**src/rtl/txhq_pkg.sv**
```systemverilog
package txhq_pkg;

  typedef enum logic [1:0] {
    RT_NONE = 2'd0,
    RT_RING = 2'd1,
    RT_HOLD = 2'd2,
    RT_DROP = 2'd3
  } route_e;

  // Next index of a circular structure of the given depth.
  function automatic int wrap_inc(int p, int depth);
    return (p + 1 >= depth) ? 0 : p + 1;
  endfunction

  // Routing of an offered packet against occupancy left after any refill.
  function automatic route_e pick_route(logic offered, int hold_after, int ring_after,
                                        int hold_depth, int ring_depth);
    if (!offered)                                    return RT_NONE;
    if (hold_after == 0 && ring_after < ring_depth) return RT_RING;
    if (hold_after < hold_depth)                     return RT_HOLD;
    return RT_DROP;
  endfunction

endpackage

```
**src/rtl/txhq_hold_fifo.sv**
```systemverilog
module txhq_hold_fifo #(
  parameter int W     = 8,
  parameter int DEPTH = 8
) (
  input  logic                       clk,
  input  logic                       rst_n,
  input  logic                       push,
  input  logic [W-1:0]               din,
  input  logic                       pop,
  output logic [W-1:0]               dout,
  output logic [$clog2(DEPTH+1)-1:0] count
);
  import txhq_pkg::*;

  localparam int PW = (DEPTH > 1) ? $clog2(DEPTH) : 1;
  localparam int CW = $clog2(DEPTH + 1);

  logic [W-1:0]  store [DEPTH];
  logic [PW-1:0] rd_ptr, wr_ptr;
  logic [CW-1:0] cnt_q;

  always_ff @(posedge clk) begin
    if (push) store[wr_ptr] <= din;
  end

  always_ff @(posedge clk) begin
    if (!rst_n) begin
      rd_ptr <= '0;
      wr_ptr <= '0;
      cnt_q  <= '0;
    end else begin
      if (push) wr_ptr <= PW'(wrap_inc(int'(wr_ptr), DEPTH));
      if (pop)  rd_ptr <= PW'(wrap_inc(int'(rd_ptr), DEPTH));
      case ({push, pop})
        2'b10:   cnt_q <= cnt_q + CW'(1);
        2'b01:   cnt_q <= cnt_q - CW'(1);
        default: cnt_q <= cnt_q;
      endcase
    end
  end

  assign dout  = store[rd_ptr];
  assign count = cnt_q;

endmodule

```
**src/rtl/txhq_desc_ring.sv**
```systemverilog
module txhq_desc_ring #(
  parameter int W     = 8,
  parameter int DEPTH = 4
) (
  input  logic                       clk,
  input  logic                       rst_n,
  input  logic                       link_en,
  input  logic [W-1:0]               link_handle,
  input  logic                       done_req,
  output logic                       retire_ok,
  output logic                       head_ready,
  output logic [W-1:0]               head_handle,
  output logic [$clog2(DEPTH+1)-1:0] count
);
  import txhq_pkg::*;

  localparam int PW = (DEPTH > 1) ? $clog2(DEPTH) : 1;
  localparam int CW = $clog2(DEPTH + 1);

  logic [W-1:0]     slot [DEPTH];
  logic [DEPTH-1:0] ready_q;
  logic [PW-1:0]    head_ptr, tail_ptr;

  assign head_ready  = ready_q[head_ptr];
  assign head_handle = slot[head_ptr];
  assign retire_ok   = done_req & head_ready;
  assign count       = CW'($countones(ready_q));

  always_ff @(posedge clk) begin
    if (link_en) slot[tail_ptr] <= link_handle;
  end

  // Retire first, link second: when the ring is full the freed head slot
  // is also the tail, and the new link must win.
  always_ff @(posedge clk) begin
    if (!rst_n) begin
      ready_q  <= '0;
      head_ptr <= '0;
      tail_ptr <= '0;
    end else begin
      if (retire_ok) begin
        ready_q[head_ptr] <= 1'b0;
        head_ptr          <= PW'(wrap_inc(int'(head_ptr), DEPTH));
      end
      if (link_en) begin
        ready_q[tail_ptr] <= 1'b1;
        tail_ptr          <= PW'(wrap_inc(int'(tail_ptr), DEPTH));
      end
    end
  end

endmodule

```
**src/rtl/txhq_ring_sched.sv**
```systemverilog
module txhq_ring_sched #(
  parameter int HANDLE_W   = 8,
  parameter int RING_DEPTH = 4,
  parameter int HOLD_DEPTH = 8,
  parameter int DROP_W     = 16
) (
  input  logic                            clk,
  input  logic                            rst_n,
  input  logic                            enq_valid,
  input  logic [HANDLE_W-1:0]             enq_handle,
  output logic                            enq_accept,
  output logic                            enq_drop,
  output logic                            ctl_desc_ready,
  output logic [HANDLE_W-1:0]             ctl_desc_handle,
  input  logic                            ctl_done,
  output logic                            rel_valid,
  output logic [HANDLE_W-1:0]             rel_handle,
  output logic [$clog2(RING_DEPTH+1)-1:0] ring_count,
  output logic [$clog2(HOLD_DEPTH+1)-1:0] hold_count,
  output logic [DROP_W-1:0]               drop_count
);
  import txhq_pkg::*;

  localparam int RCW = $clog2(RING_DEPTH + 1);
  localparam int HCW = $clog2(HOLD_DEPTH + 1);
  localparam logic [DROP_W-1:0] DROP_MAX = '1;

  // Named internal events, observed by the bound checker.
  logic                retire_ok;
  logic                hold_pop;
  logic                hold_push;
  logic                ring_link;
  logic [HANDLE_W-1:0] link_handle;
  logic [HANDLE_W-1:0] hold_head;
  route_e              route;
  int                  hold_after;
  int                  ring_after;

  logic [RCW-1:0] ring_cnt;
  logic [HCW-1:0] hold_cnt;

  // Refill first, then route the new packet against what is left.
  always_comb begin
    hold_pop    = retire_ok && (hold_cnt != '0);
    hold_after  = int'(hold_cnt) - (hold_pop ? 1 : 0);
    ring_after  = int'(ring_cnt) - (retire_ok ? 1 : 0) + (hold_pop ? 1 : 0);
    route       = pick_route(enq_valid, hold_after, ring_after, HOLD_DEPTH, RING_DEPTH);
    hold_push   = (route == RT_HOLD);
    ring_link   = hold_pop || (route == RT_RING);
    link_handle = hold_pop ? hold_head : enq_handle;
  end

  assign enq_accept = (route == RT_RING) || (route == RT_HOLD);
  assign enq_drop   = (route == RT_DROP);

  txhq_desc_ring #(.W(HANDLE_W), .DEPTH(RING_DEPTH)) ring_i (
    .clk         (clk),
    .rst_n       (rst_n),
    .link_en     (ring_link),
    .link_handle (link_handle),
    .done_req    (ctl_done),
    .retire_ok   (retire_ok),
    .head_ready  (ctl_desc_ready),
    .head_handle (ctl_desc_handle),
    .count       (ring_cnt)
  );

  txhq_hold_fifo #(.W(HANDLE_W), .DEPTH(HOLD_DEPTH)) hold_i (
    .clk   (clk),
    .rst_n (rst_n),
    .push  (hold_push),
    .din   (enq_handle),
    .pop   (hold_pop),
    .dout  (hold_head),
    .count (hold_cnt)
  );

  logic                rel_valid_q;
  logic [HANDLE_W-1:0] rel_handle_q;
  logic [DROP_W-1:0]   drop_q;

  always_ff @(posedge clk) begin
    if (!rst_n) begin
      rel_valid_q  <= 1'b0;
      rel_handle_q <= '0;
      drop_q       <= '0;
    end else begin
      rel_valid_q <= retire_ok;
      if (retire_ok) rel_handle_q <= ctl_desc_handle;
      if (enq_drop && drop_q != DROP_MAX) drop_q <= drop_q + DROP_W'(1);
    end
  end

  assign rel_valid  = rel_valid_q;
  assign rel_handle = rel_handle_q;
  assign drop_count = drop_q;
  assign ring_count = ring_cnt;
  assign hold_count = hold_cnt;

endmodule

```
**config.mk**
```make
export PLATFORM = sky130hd
export DESIGN_NAME = txhq_ring_sched
export DESIGN_NICKNAME = d
export VERILOG_FILES = /design/src/rtl/txhq_pkg.sv /design/src/rtl/txhq_hold_fifo.sv /design/src/rtl/txhq_desc_ring.sv /design/src/rtl/txhq_ring_sched.sv
export SDC_FILE = /design/constraint.sdc
export NUM_CORES = 1
export LEC_CHECK = 0
export BUFFER_PORTS_ARGS = -buffer_cell sky130_fd_sc_hd__buf_2
export CAP_MARGIN = 5
export CORE_UTILIZATION = 50
export CTS_BUF_LIST = sky130_fd_sc_hd__clkbuf_8
export DETAILED_ROUTE_END_ITERATION = 8
export GPL_TIMING_DRIVEN = 1
export PLACE_DENSITY = 0.72
export SYNTH_ARGS = -nofsm -noshare
export SYNTH_HDL_FRONTEND = slang
export SYNTH_SLANG_ARGS = --single-unit
```
**constraint.sdc**
```tcl
create_clock -name clk -period 4.18 [get_ports clk]
set_clock_uncertainty 0.2 [all_clocks]
set_input_delay 0.418 -clock clk [delete_from_list [all_inputs] [get_ports clk]]
set_output_delay 0.418 -clock clk [all_outputs]
set_load 0.03 [all_outputs]
```
==> flow_summary.toml <==
[outcome]
status = "completed"

[yosys]
syn_area_per_cell_sq_um = 13.9
yosys.area.top_type = "edfxtp_1"
synth_xor_area_share_pct = 2.01
seq_area_frac_synth_pct = 62.9
synth_nets = 476
synth_compound_area_share_pct = 6.59
yosysWarnings = 0
yosys-mux-area-fraction_pct = 10.8
synthSimpleGateAreaFrac_pct = 10.5
synth.area.top_cells = "edfxtp_1 47%, dfxtp_1 16%, mux4_2 9.2%"
synth_cell_type_count = 48
synth-main-ff-cell = "edfxtp_1"
syn_inst = 441
synth-adder-area-share_pct = 4.83
yosysTopAreaCellShare_pct = 47.2
synth_area_sq_mm = 0.00611
async_flop_share_pct = 0
synth-edff-count = 96
synth_top_family_by_area = "multiplexers"
postSynthRegisterBits = 144

[sta]
period_minus_slack_ns = 3.98
fmaxAchievable_mhz = 251
timing.final.crit_share_pct = 95.3
hold_viol = 0
finalMaxSlewViolations = 0
finalSetupViolCount = 0
slew_headroom_pct = 26.5
hold_slack_ns = 0.0580
worstMarginPinSlew_ns = 1.10
setup_ws_ns = 0.197

[layout]
diodes = 0
finalNetCount = 547
final_util_pct = 59.0
areaGrowthSynthToFinish_pct = 15.4
drive_gt1_share_pct = 28.0

[routing]
drt_iter0_markers = 234
vias_per_cell = 5.51
num_vias = 3702
wl_per_cell_microns = 16.8
wirelength_mm = 11.3
route.detailed.drc = 0
drt_pass1_iterations = 5
ant_nets = 0

[clocking]
cts_tree = "yes"
clk_pin_slew_ns = 0.08
cts_root_buffer = "clkbuf_8"
clock_latency_ns = 0.44
cts.sinks = 144
clockBufferDepth = 2
htree_levels = 4
cts_buffers = 17

[setup_path]
required_ns = 4.34
critical-path-slowest-cell = "mux4_2"
crit_type = "reg -> reg"
end_kind = "flip-flop"
path_max_fanout = 6
crit_arrival_ns = 4.15
crit_chain = "mux4_2 > nand2_4 > inv_1 > nand2_2 > inv_4 > ha_2 > nor3b_1 > ha_2 > nor3_2 > o211ai_1 > o311ai_4 > ha_4 > xor2_1 > ha_1 > a21oi_1 > xor2_1 > or3_1 > a21oi_2"
max_stage_delay_ns = 0.53
critPathLaunchType = "flip-flop"

[floorplanning]
initial_core_util_pct = 51.1
die-area_sq_mm = 0.0127
rows = 40
fp.dieW_microns = 113
ioPinCount = 55
core_sq_mm = 0.0120
dieHeight_microns = 113

[placement]
io_buffers = 54
dp_slack_ns = 0.105
dp_hpwl_mm = 7.54
gp_congestion = 0.795

[global_routing]
grt_usage_pct = 19.4
grt_pass1_wl_mm = 18.1
antenna_found_initial = 0
first_global_vias = 3581
grt_max_degree = 25
overflow = 0

[pwr]
seqPwrFrac_pct = 47.6
sw_frac_of_total_pct = 31.0
p_per_area_mw_per_mm2 = 518
switchingPower_w = 0.00113
clkPwrFrac_pct = 29.5
vdd_ir_drop_max_mv = 0.392
leakage_nw = 2.57
pwr-share-comb_pct = 22.9
internal-power_w = 0.00252

[worst_hold_path]
min_path_type = "in -> reg"

[job]
max_cap_viol_count = 0
[per-layer routing]
| metal | routed length (microns) | share of wire [%] | GRT usage, % |
|---|---|---|---|
| met1 | 4940 | 44 | 22.9 |
| met2 | 5760 | 51 | 33.1 |
| met3 | 367 | 3.3 | 5.29 |
| met4 | 226 | 2.0 | 8.89 |
| met5 | 0 | 0 | 0 |
[placed cells by master, fill, tap and decap left out, types with 4 or more instances in the layout]
cell | netlist | layout
edfxtp_1 | 96 | 96
buf_2 | 7 | 54
dfxtp_1 | 48 | 46
nand2_1 | 44 | 43
mux4_2 | 25 | 25
nor2_1 | 22 | 22
a21oi_1 | 23 | 22
ha_1 | 22 | 19
nand3_1 | 18 | 18
buf_4 | 0 | 18
clkbuf_8 | 0 | 17
o21ai_0 | 15 | 15
inv_1 | 14 | 14
xor2_1 | 11 | 11
mux2i_1 | 10 | 10
nor2b_1 | 5 | 5
nor3_1 | 6 | 5
nand2b_1 | 4 | 4
o211ai_1 | 4 | 4
or3_1 | 4 | 4
a21boi_0 | 4 | 4
o21a_1 | 4 | 4
and3_1 | 4 | 4
or4_1 | 5 | 4
inv_6 | 0 | 4
clkinvlp_4 | 0 | 4
[state kept, by name, summed over array words and instances, names as in the netlist, named ones only]
register and count:
ring_i.slot 32, ring_i.tail_ptr 2, ring_i.head_ptr 2, drop_count 16, hold_i.wr_ptr 3, hold_i.count 4
ring_i.ready_q 4, rel_valid 1, rel_handle 8, hold_i.rd_ptr 3, hold_i.store 64
[critical path: cells and delay by family, from the launching register on]
family / cells / cell delay, ns
fa+ha+maj: 4 / 0.75
simple gates: 5 / 0.83
flops: 1 / 0.35
compound gates: 4 / 0.81
mux: 1 / 0.53
buf+inv: 2 / 0.12
xor+xnor: 2 / 0.32
[power by group through the flow]
| stage | logic (W) | registers, W | clock network, W |
|---|---|---|---|
| 3_5_place_dp | 0.000816 | 0.00178 | 0 |
| 3_3_place_gp | 0.000800 | 0.00177 | 0 |
| 5_1_grt | 0.000905 | 0.00176 | 0.00116 |
| 6_report | 0.000837 | 0.00174 | 0.00108 |
| 4_1_cts | 0.000818 | 0.00174 | 0.00111 |
| 2_1_floorplan | 0.000561 | 0.00178 | 0 |
[through the flow]
step,TNS (ns),cell area (sq um),cells,total power (W)
floorplan,0,6120,441,0.00234
global placement,0,6610,638,0.00257
detailed placement,0,6610,638,0.00259
CTS,0,7000,670,0.00367
global route,-0.00864,7050,672,0.00382
finish,0,7050,672,0.00366
[synth_stat cells (all sizes together), types with 5 or more instances]
cell	instances
edfxtp	96
dfxtp	48
nand2	45
a21oi	25
mux4	25
ha	22
nor2	22
nand3	19
o21ai	17
inv	14
clkbuf	11
xor2	11
mux2i	10
buf	9
nor3	6
nor2b	5
or4	5
[final cells by class]
type | count | area (sq um)
Clock buffer | 17 | 234
Multi-Input combinational cell | 262 | 2160
Inverter | 15 | 58.8
Clock inverter | 15 | 161
Tap cell | 147 | 184
Fill cell | 950 | 4910
Timing Repair Buffer | 72 | 405
Sequential cell | 144 | 3850
[logic make-up (layout without fill, tap and decap cells)]
logic type               Yosys count  after routing
flip-flops                       144            144
AND/OR/NAND/NOR                  127            127
AO/OA/AOI/OAI                     63             63
multiplexers                      35             35
buffers and inverters             35            119
adder cells (fa/ha/maj)           23             23
XOR/XNOR                          14             14
[path summary, 6_finish.rpt]
check,from,end,slack [ns],cells past startpoint
hold reg to reg,rel_handle[0],rel_handle[0],0.25,2
hold / removal,enq_handle[2],hold_i.store[1][2],0.06,1
setup reg to reg,ring_i.head_ptr[0],hold_i.count[2],0.20,18
setup / recovery,ring_i.head_ptr[0],hold_i.count[2],0.20,18
[what timing repair did]
item | CTS | global route
gates resized for setup | 0 | 9
buffers inserted | 0 | 2
endpoints found under the setup margin | 0 | 2
hold buffers | 0 | 0
Power figures use the tool's default switching activity.
